`src/rtl/useq_pkg.sv`:
```
// Package: shared constants and the micro-instruction layout of the sequencer.
// Assumes a fixed 36-bit word and an 8-bit store address.
package useq_pkg;
    localparam int ADDR_W   = 8;
    localparam int WORD_W   = 36;
    localparam int TGT_BIAS = 29;

    typedef struct packed {
        logic [2:0] kind;
        logic       arith;
        logic [3:0] aluop;
        logic [1:0] carry;
        logic [1:0] skipsel;
        logic [3:0] regsel;
        logic       hold;
        logic       nxsrc;
        logic [1:0] ysel;
        logic [3:0] mfield;
        logic [3:0] lhi;
        logic [3:0] llo;
        logic       zlit;
        logic [2:0] wsel;
    } uword_t;

    localparam uword_t NOP_WORD = '0;
endpackage

```
`src/rtl/useq_rom.sv`:
```
// Module: control store. Combinational read of a computed 2**ADDR_W-word store.
// Assumes the contents are a fixed function of the address (see brief R3).
module useq_rom
    import useq_pkg::*;
(
    input  logic [ADDR_W-1:0] addr,
    output uword_t            word
);
    logic [ADDR_W-1:0] tgt;

    // Build the stored word for the addressed location.
    always_comb begin
        tgt          = addr + ADDR_W'(TGT_BIAS);
        word.kind    = addr[2:0];
        word.arith   = addr[3];
        word.aluop   = addr[7:4];
        word.carry   = addr[1:0];
        word.skipsel = addr[5:4];
        word.regsel  = addr[7:4];
        word.hold    = addr[7] & addr[4];
        word.nxsrc   = addr[0];
        word.ysel    = addr[1:0];
        word.mfield  = addr[6:3];
        word.lhi     = tgt[7:4];
        word.llo     = tgt[3:0];
        word.zlit    = addr[0];
        word.wsel    = addr[5:3];
    end
endmodule

```
`src/rtl/useq_next.sv`:
```
// Module: next-address and skip-request logic for the executing word.
// Assumes COND_N and XREG_W cover every value of the 4-bit M field.
module useq_next
    import useq_pkg::*;
#(
    parameter int COND_N = 16,
    parameter int XREG_W = 16,
    parameter int ALU_W  = 16
) (
    input  logic [ADDR_W-1:0] pc,
    input  logic              live,
    input  logic [2:0]        kind,
    input  logic [1:0]        skipsel,
    input  logic [3:0]        mfield,
    input  logic [ADDR_W-1:0] target,
    input  logic [COND_N-1:0] cond_in,
    input  logic [XREG_W-1:0] xreg_in,
    input  logic [ALU_W-1:0]  alu_res,
    output logic [ADDR_W-1:0] nxt,
    output logic              skip_req
);
    logic test;

    // Pick the test bit: transmit register for kinds 6/7, condition lines otherwise.
    always_comb test = (kind[2:1] == 2'b11) ? xreg_in[mfield] : cond_in[mfield];

    // Choose the following address from the step family.
    always_comb begin
        nxt = pc + ADDR_W'(1);
        if (live) begin
            unique case (kind)
                3'd2, 3'd3: nxt = target;
                3'd4, 3'd6: if (test)  nxt = target;
                3'd5, 3'd7: if (!test) nxt = target;
                default:    nxt = pc + ADDR_W'(1);
            endcase
        end
    end

    // Decide whether the next micro-order is to be cancelled.
    always_comb begin
        skip_req = 1'b0;
        if (live) begin
            unique case (skipsel)
                2'd1:    skip_req = &alu_res;
                2'd2:    skip_req = test;
                2'd3:    skip_req = !test;
                default: skip_req = 1'b0;
            endcase
        end
    end
endmodule

```
`src/rtl/useq_ctl.sv`:
```
// Module: step timing. Stretches arithmetic steps by one cycle and holds steps
// that wait for the completion strobe. Assumes the stretch comes before the wait.
module useq_ctl (
    input  logic clk,
    input  logic rst_n,
    input  logic live,
    input  logic arith,
    input  logic hold,
    input  logic done_in,
    output logic advance,
    output logic stretch,
    output logic waiting
);
    logic ph_q;

    // Derive stretch, wait and retire from the phase and the word flags.
    always_comb begin
        stretch = live && arith && !ph_q;
        waiting = live && hold && !stretch;
        advance = !stretch && (!waiting || done_in);
    end

    // Track whether the extra arithmetic cycle has been spent.
    always_ff @(posedge clk) begin
        if (!rst_n)       ph_q <= 1'b0;
        else if (advance) ph_q <= 1'b0;
        else if (stretch) ph_q <= 1'b1;
    end


    stretch_then_phase_chk: assert property (@(posedge clk) disable iff (!rst_n)
        stretch |=> (ph_q && !stretch));
endmodule

```
`src/rtl/useq_top.sv`:
```
// Module: microprogram sequencer top. Holds the address and pipeline registers,
// reads the store at the chosen next address and retires a word per step.
// Assumes the next word is loaded on the same edge the current one retires.
module useq_top
    import useq_pkg::*;
#(
    parameter int COND_N = 16,
    parameter int XREG_W = 16,
    parameter int ALU_W  = 16
) (
    input  logic                clk,
    input  logic                rst_n,
    input  logic [COND_N-1:0]   cond_in,
    input  logic [XREG_W-1:0]   xreg_in,
    input  logic [ALU_W-1:0]    alu_res,
    input  logic                done_in,
    output logic [ADDR_W-1:0]   upc,
    output logic [WORD_W-1:0]   uword,
    output logic                squashed,
    output logic                wait_o,
    output logic                wr_en,
    output logic [2:0]          wr_sel,
    output logic                cmd_valid,
    output logic [3:0]          cmd_code
);
    uword_t            mir_q;
    uword_t            rom_word;
    logic [ADDR_W-1:0] upc_q;
    logic [ADDR_W-1:0] nxt;
    logic [ADDR_W-1:0] fetch_a;
    logic              primed_q;
    logic              skip_q;
    logic              skip_req;
    logic              live;
    logic              advance;
    logic              stretch;

    // A word takes effect only once the pipeline is loaded and it was not cancelled.
    always_comb live = primed_q && !skip_q;

    useq_next #(.COND_N(COND_N), .XREG_W(XREG_W), .ALU_W(ALU_W)) i_next (
        .pc(upc_q), .live(live), .kind(mir_q.kind), .skipsel(mir_q.skipsel),
        .mfield(mir_q.mfield), .target({mir_q.lhi, mir_q.llo}),
        .cond_in(cond_in), .xreg_in(xreg_in), .alu_res(alu_res),
        .nxt(nxt), .skip_req(skip_req)
    );

    useq_ctl i_ctl (
        .clk(clk), .rst_n(rst_n), .live(live), .arith(mir_q.arith),
        .hold(mir_q.hold), .done_in(done_in),
        .advance(advance), .stretch(stretch), .waiting(wait_o)
    );

    // Fetch address: replay the reset address for the first load, else the next one.
    always_comb fetch_a = primed_q ? nxt : upc_q;

    useq_rom i_rom (.addr(fetch_a), .word(rom_word));

    // Load address, pipeline word and skip flag when the current step retires.
    always_ff @(posedge clk) begin
        if (!rst_n) begin
            upc_q    <= '0;
            mir_q    <= NOP_WORD;
            primed_q <= 1'b0;
            skip_q   <= 1'b0;
        end else if (advance) begin
            upc_q    <= fetch_a;
            mir_q    <= rom_word;
            primed_q <= 1'b1;
            skip_q   <= skip_req;
        end
    end

    // Drive the strobes of the retiring step and the visible state.
    always_comb begin
        upc       = upc_q;
        uword     = mir_q;
        squashed  = skip_q;
        wr_sel    = mir_q.wsel;
        cmd_code  = mir_q.lhi;
        wr_en     = live && advance && (mir_q.wsel != 3'd0);
        cmd_valid = live && advance && (mir_q.kind == 3'd1);
    end


    squash_quiet_chk: assert property (@(posedge clk) disable iff (!rst_n)
        squashed |-> (!wr_en && !cmd_valid));


    squash_seq_chk: assert property (@(posedge clk) disable iff (!rst_n)
        (squashed && primed_q) |=> (upc == $past(upc) + ADDR_W'(1)));


    hold_stable_chk: assert property (@(posedge clk) disable iff (!rst_n)
        (wait_o && !done_in) |=> ($stable(upc) && $stable(uword)));


    stretch_stable_chk: assert property (@(posedge clk) disable iff (!rst_n)
        stretch |=> ($stable(upc) && $stable(uword)));


    jump_target_chk: assert property (@(posedge clk) disable iff (!rst_n)
        (advance && live && (mir_q.kind[2:1] == 2'b01)) |=>
        (upc == $past({mir_q.lhi, mir_q.llo})));
endmodule

```
`config.mk`:
```
export PLATFORM = sky130hd
export DESIGN_NAME = useq_top
export DESIGN_NICKNAME = d
export VERILOG_FILES = /design/src/rtl/useq_pkg.sv /design/src/rtl/useq_rom.sv /design/src/rtl/useq_next.sv /design/src/rtl/useq_ctl.sv /design/src/rtl/useq_top.sv
export SDC_FILE = /design/constraint.sdc
export NUM_CORES = 1
export LEC_CHECK = 0
export CAP_MARGIN = 0
export CORE_MARGIN = 2
export CORE_UTILIZATION = 45
export CTS_CLUSTER_SIZE = 12
export DETAILED_ROUTE_END_ITERATION = 8
export PLACE_DENSITY_LB_ADDON = 0.05
export SETUP_SLACK_MARGIN = 0.4
export SLEW_MARGIN = 30
export SYNTH_ARGS = -nofsm -noshare
export SYNTH_HDL_FRONTEND = slang
export SYNTH_SLANG_ARGS = --single-unit
```
`constraint.sdc`:
```
create_clock -name clk -period 4.9 [get_ports clk]
set_clock_uncertainty 0.1 [all_clocks]
set_input_delay 1.47 -clock clk [delete_from_list [all_inputs] [get_ports clk]]
set_output_delay 1.47 -clock clk [all_outputs]
set_load 0.01 [all_outputs]
```
==> impl_summary.log <==
INFO  metric run_status = finished, final reports clean
INFO  metric gr-total-overflow = 0
INFO  metric max_cap_viol_count = 0
INFO  metric place.detailed.instances = around 390
INFO  metric fin_total_pwr = 1.23 mW
INFO  metric crit_arrival = 2820 ps
INFO  metric synth_xor_area_share = 2.44%
INFO  metric synthesis.instances = 276
INFO  metric endpoint_required_time_on_the_critical_path = 3330 ps
INFO  metric worstHoldPathCells = 2
INFO  metric design_area = 3010 sq um
INFO  metric grt.busiest_layer = met2
INFO  metric worst-r2r-cell-count = 11
INFO  metric synth.cell_area = 2160 sq um
INFO  metric timing_worst_slew_pin_value = ~780 ps
INFO  metric leak = 1.07 nW
INFO  metric syn_avg_cell_area = 7.82 sq um
INFO  metric synth-compound-area-share = 22.9%
INFO  metric synth.area.top_cells = dfxtp_1, buf_4, mux2i_1
INFO  metric place_worst_setup_slack = 202 ps
INFO  metric clock_path_buffers = 2
INFO  metric via_per_inst = 5.53
INFO  metric synth-seq-area-share = 18.6%
INFO  metric route.detailed.wl_per_inst = 14.6 microns
INFO  metric final-setup-viol-count = 0
INFO  metric post-synth-top-area-fraction = 18.6%
INFO  metric postCtsHoldBufs = 0
INFO  metric path_delay_family = buffers and inverters
INFO  metric worstHoldPathType = reg -> reg
INFO  metric drc = 0
INFO  metric grtUsageMet3 = 3.18%
INFO  metric layout_worst_path_cycle_share = 89.6%
INFO  metric final_nets = 394
INFO  metric postSynthRegisterBits = 20
INFO  metric grt_antenna_before_repair = 0
INFO  metric critical-path-max-stage-delay = 490 ps
INFO  metric synth-main-ff-cell = dfxtp_1
INFO  metric timing.reg2reg.setup_slack = between 1000 and 1500 ps
INFO  metric cp_cell_sequence = clkdlybuf4s50_1 > o21ai_0 > and2_1 > nor4b_2 > dlygate4sd2_1
INFO  metric final_hold_violating_endpoints = 0
INFO  metric detailedRoute.firstIterationViolations = 129
INFO  metric setup_tns = 0 ps
INFO  metric clk-insertion-delay-late = 260 ps
INFO  metric worstSetupStartpointType = input pin
INFO  metric synthDistinctLibCells = 59
INFO  metric final_hpwl_from_detailed_placement = 4.39 mm
INFO  metric ctsHtreeMaxLevel = 1
INFO  metric ys_async_sr_fraction = 0%
INFO  metric synth_top_family_by_area = simple AND/OR/NAND/NOR gates
INFO  metric ys.warnings.count = 0
INFO  metric path_clk_slew = 80 ps
INFO  metric place_congestion = 0.887
INFO  metric whs_endpoint = uword[5]
INFO  metric synth_top_cell_by_area = dfxtp_1
INFO  metric power_density = around 410 nW/um^2
INFO  metric postCtsSetupRepairBufs = 0
INFO  metric die_w = 73.2 microns
INFO  metric hold_path.startpoint = uword[5]
INFO  metric rr_endpoint = cmd_code[2]
INFO  metric timing.fmax = about 0.23 GHz
INFO  metric grt_pass1_vias = 1995
INFO  metric critical_path.n_buffers_inverters = 2
INFO  metric tritoncts.num_buffers = 3
INFO  metric diodes = 0
INFO  metric rsz_0062_raised_after_global_routing = no
INFO  metric global_route.usage.total = a little over a fifth
INFO  metric clockRootBuffer = clkbuf_8
INFO  metric placeableCoreArea = between 4000 and 5000 sq um
INFO  metric numPortBuffers = 105
INFO  metric flow.area_growth_from_synthesis = 39.4%
INFO  metric placed_cell_area = 2930 sq um
INFO  metric globalRouteMet2Util = 37.6%
INFO  metric vdd_ir_drop_max = 306 uV
INFO  metric net_count_of_the_mapped_netlist = 333
INFO  metric reg2reg_from = uword[12]
INFO  metric final_min_period = 4390 ps
INFO  metric drt-total-wl = 5.70 mm
INFO  metric antenna_left = 0
INFO  metric crit_path_end_kind = primary output
INFO  metric synth_edf_count = 0
INFO  metric die_height = 73.2 microns
INFO  metric final-max-slew-violation-count = 0
INFO  metric fin_cells = 390
INFO  metric initial_utilization = a little under half
INFO  metric crit_fanout = 2
INFO  metric finalCoreUtilization = 64.5%
INFO  metric gr-usage-met1 = 29.0%
INFO  metric post_route_cells_drive_above_1_share = 7.14%
INFO  metric rows = 25
INFO  metric critPathSlowestCell = clkdlybuf4s50_1
INFO  metric io_pins = 106
INFO  metric die_area = 5360 sq um
INFO  metric timing.setup.critical_path_class = in -> out
INFO  metric synth_simple_gate_area_share = 26.0%
INFO  metric synth_fa_ha_area_share = about 3.5%
INFO  metric post-route-worst-setup-slack = 508 ps
INFO  metric detailroute.via_count = 2156
INFO  metric relative_slew_slack = 48.2%
INFO  metric grt_max_degree = 26
INFO  metric drt_pre_antenna_iters = 5
INFO  metric clkSinkCount = 20
INFO  metric grt_first_pass_wirelength = 9.34 mm
INFO  metric synth.area.mux_share = just under 9%
INFO  metric final.hold.worst_slack = 389 ps
INFO  metric clock_tree_from_tritoncts = built
## kinds of logic (layout without fill, tap and decap cells)
logic type | count (synthesis) | after routing
AND/OR/NAND/NOR | 107 | 107
AO/OA/AOI/OAI | 62 | 62
buffers and inverters | 56 | 116
flip-flops | 20 | 20
multiplexers | 19 | 19
adder cells (fa/ha/maj) | 6 | 6
XOR/XNOR | 6 | 6
## Yosys cell counts (all sizes together) (2+ instances only)
master  number
and2         5
o21ai       18
dfxtp       20
ha           6
nor3         6
inv          3
nor2        23
o31a         3
a21boi       3
nor4         2
nand4        5
clkbuf      11
buf         42
a22oi        3
o22ai        3
xor2         2
a211oi       2
a31oi        2
a21oi       11
or3          2
nand3       11
nor2b        5
xnor2        4
and3         5
nor3b        4
mux2i       19
nand2       27
nand3b       2
o41ai        2
nand2b       4
o31ai        3
or2          2
a22o         2
## power breakdown
| part | switching (mW) | internal, mW |
|---|---|---|
| registers | 0.0890 | 0.201 |
| clock network | 0.0572 | 0.109 |
| logic | 0.370 | 0.405 |
| total | 0.516 | 0.715 |
## cell usage in the layout, fill, tap and decap left out, types with 2 or more instances in the layout
master	instances
nor3_1	6
mux2i_1	19
o21ai_0	17
nand3_1	11
buf_4	4
nor3b_1	4
clkdlybuf4s50_1	103
xor2_1	2
dlygate4sd2_1	2
clkbuf_8	3
nor2_1	22
or2_2	2
ha_1	6
nand2b_1	4
o31a_1	3
a22oi_1	3
o22ai_4	2
nand4_1	5
inv_1	3
and2_1	5
o31ai_1	2
dfxtp_1	20
a21oi_1	9
a21oi_2	2
a21boi_0	3
nand3b_1	2
a31oi_1	2
and3_1	5
nor2b_1	5
a22o_1	2
xnor2_1	4
nand2_1	27
## repair_timing
item / 4_1_cts / 5_1_grt
gates resized for setup: 2 / 1
endpoints found under the setup margin: 2 / 1
pin swaps: 0 / 0
## flip-flops by register name (all words and copies together), names as in the netlist
| register | count |
|---|---|
| primed_q | 1 |
| cmd_code | 4 |
| i_ctl.ph_q | 1 |
| squashed | 1 |
| uword | 12 |
| upc | 1 |
## worst min-delay path: cells and delay by family, from the launching register on
kind	cells	cell delay, ps
and+or+nand+nor	1	50
AOI/OAI and AO/OA	1	60
DFF	1	320
## final cells by class
cell class / count / area, sq um
multi-input combinational: 200 / 1380
sequential: 20 / 400
timing repair buffer: 109 / 1080
clock buffer: 3 / 41.3
tap: 54 / 67.6
fill: 423 / 1650
clock inverter: 1 / 30.0
inverter: 3 / 11.3
## per-layer routing
metal	part of all wire [%]	routed length, microns	vias up
li1	-	-	1069
met1	45	2580	1001
met2	47	2700	84
met3	6.9	392	2
met4	0.33	19	0
met5	0	0	-
## how the worst max path moves through the flow
stage                 start   endpoint  cells past startpoint
global placement    done_in  cmd_valid                      5
global route        done_in  cmd_valid                      5
CTS                 done_in  cmd_valid                      5
floorplan           done_in  cmd_valid                      5
detailed placement  done_in  cmd_valid                      5
finish              done_in  cmd_valid                      5
(Power assumes the default switching activity.)
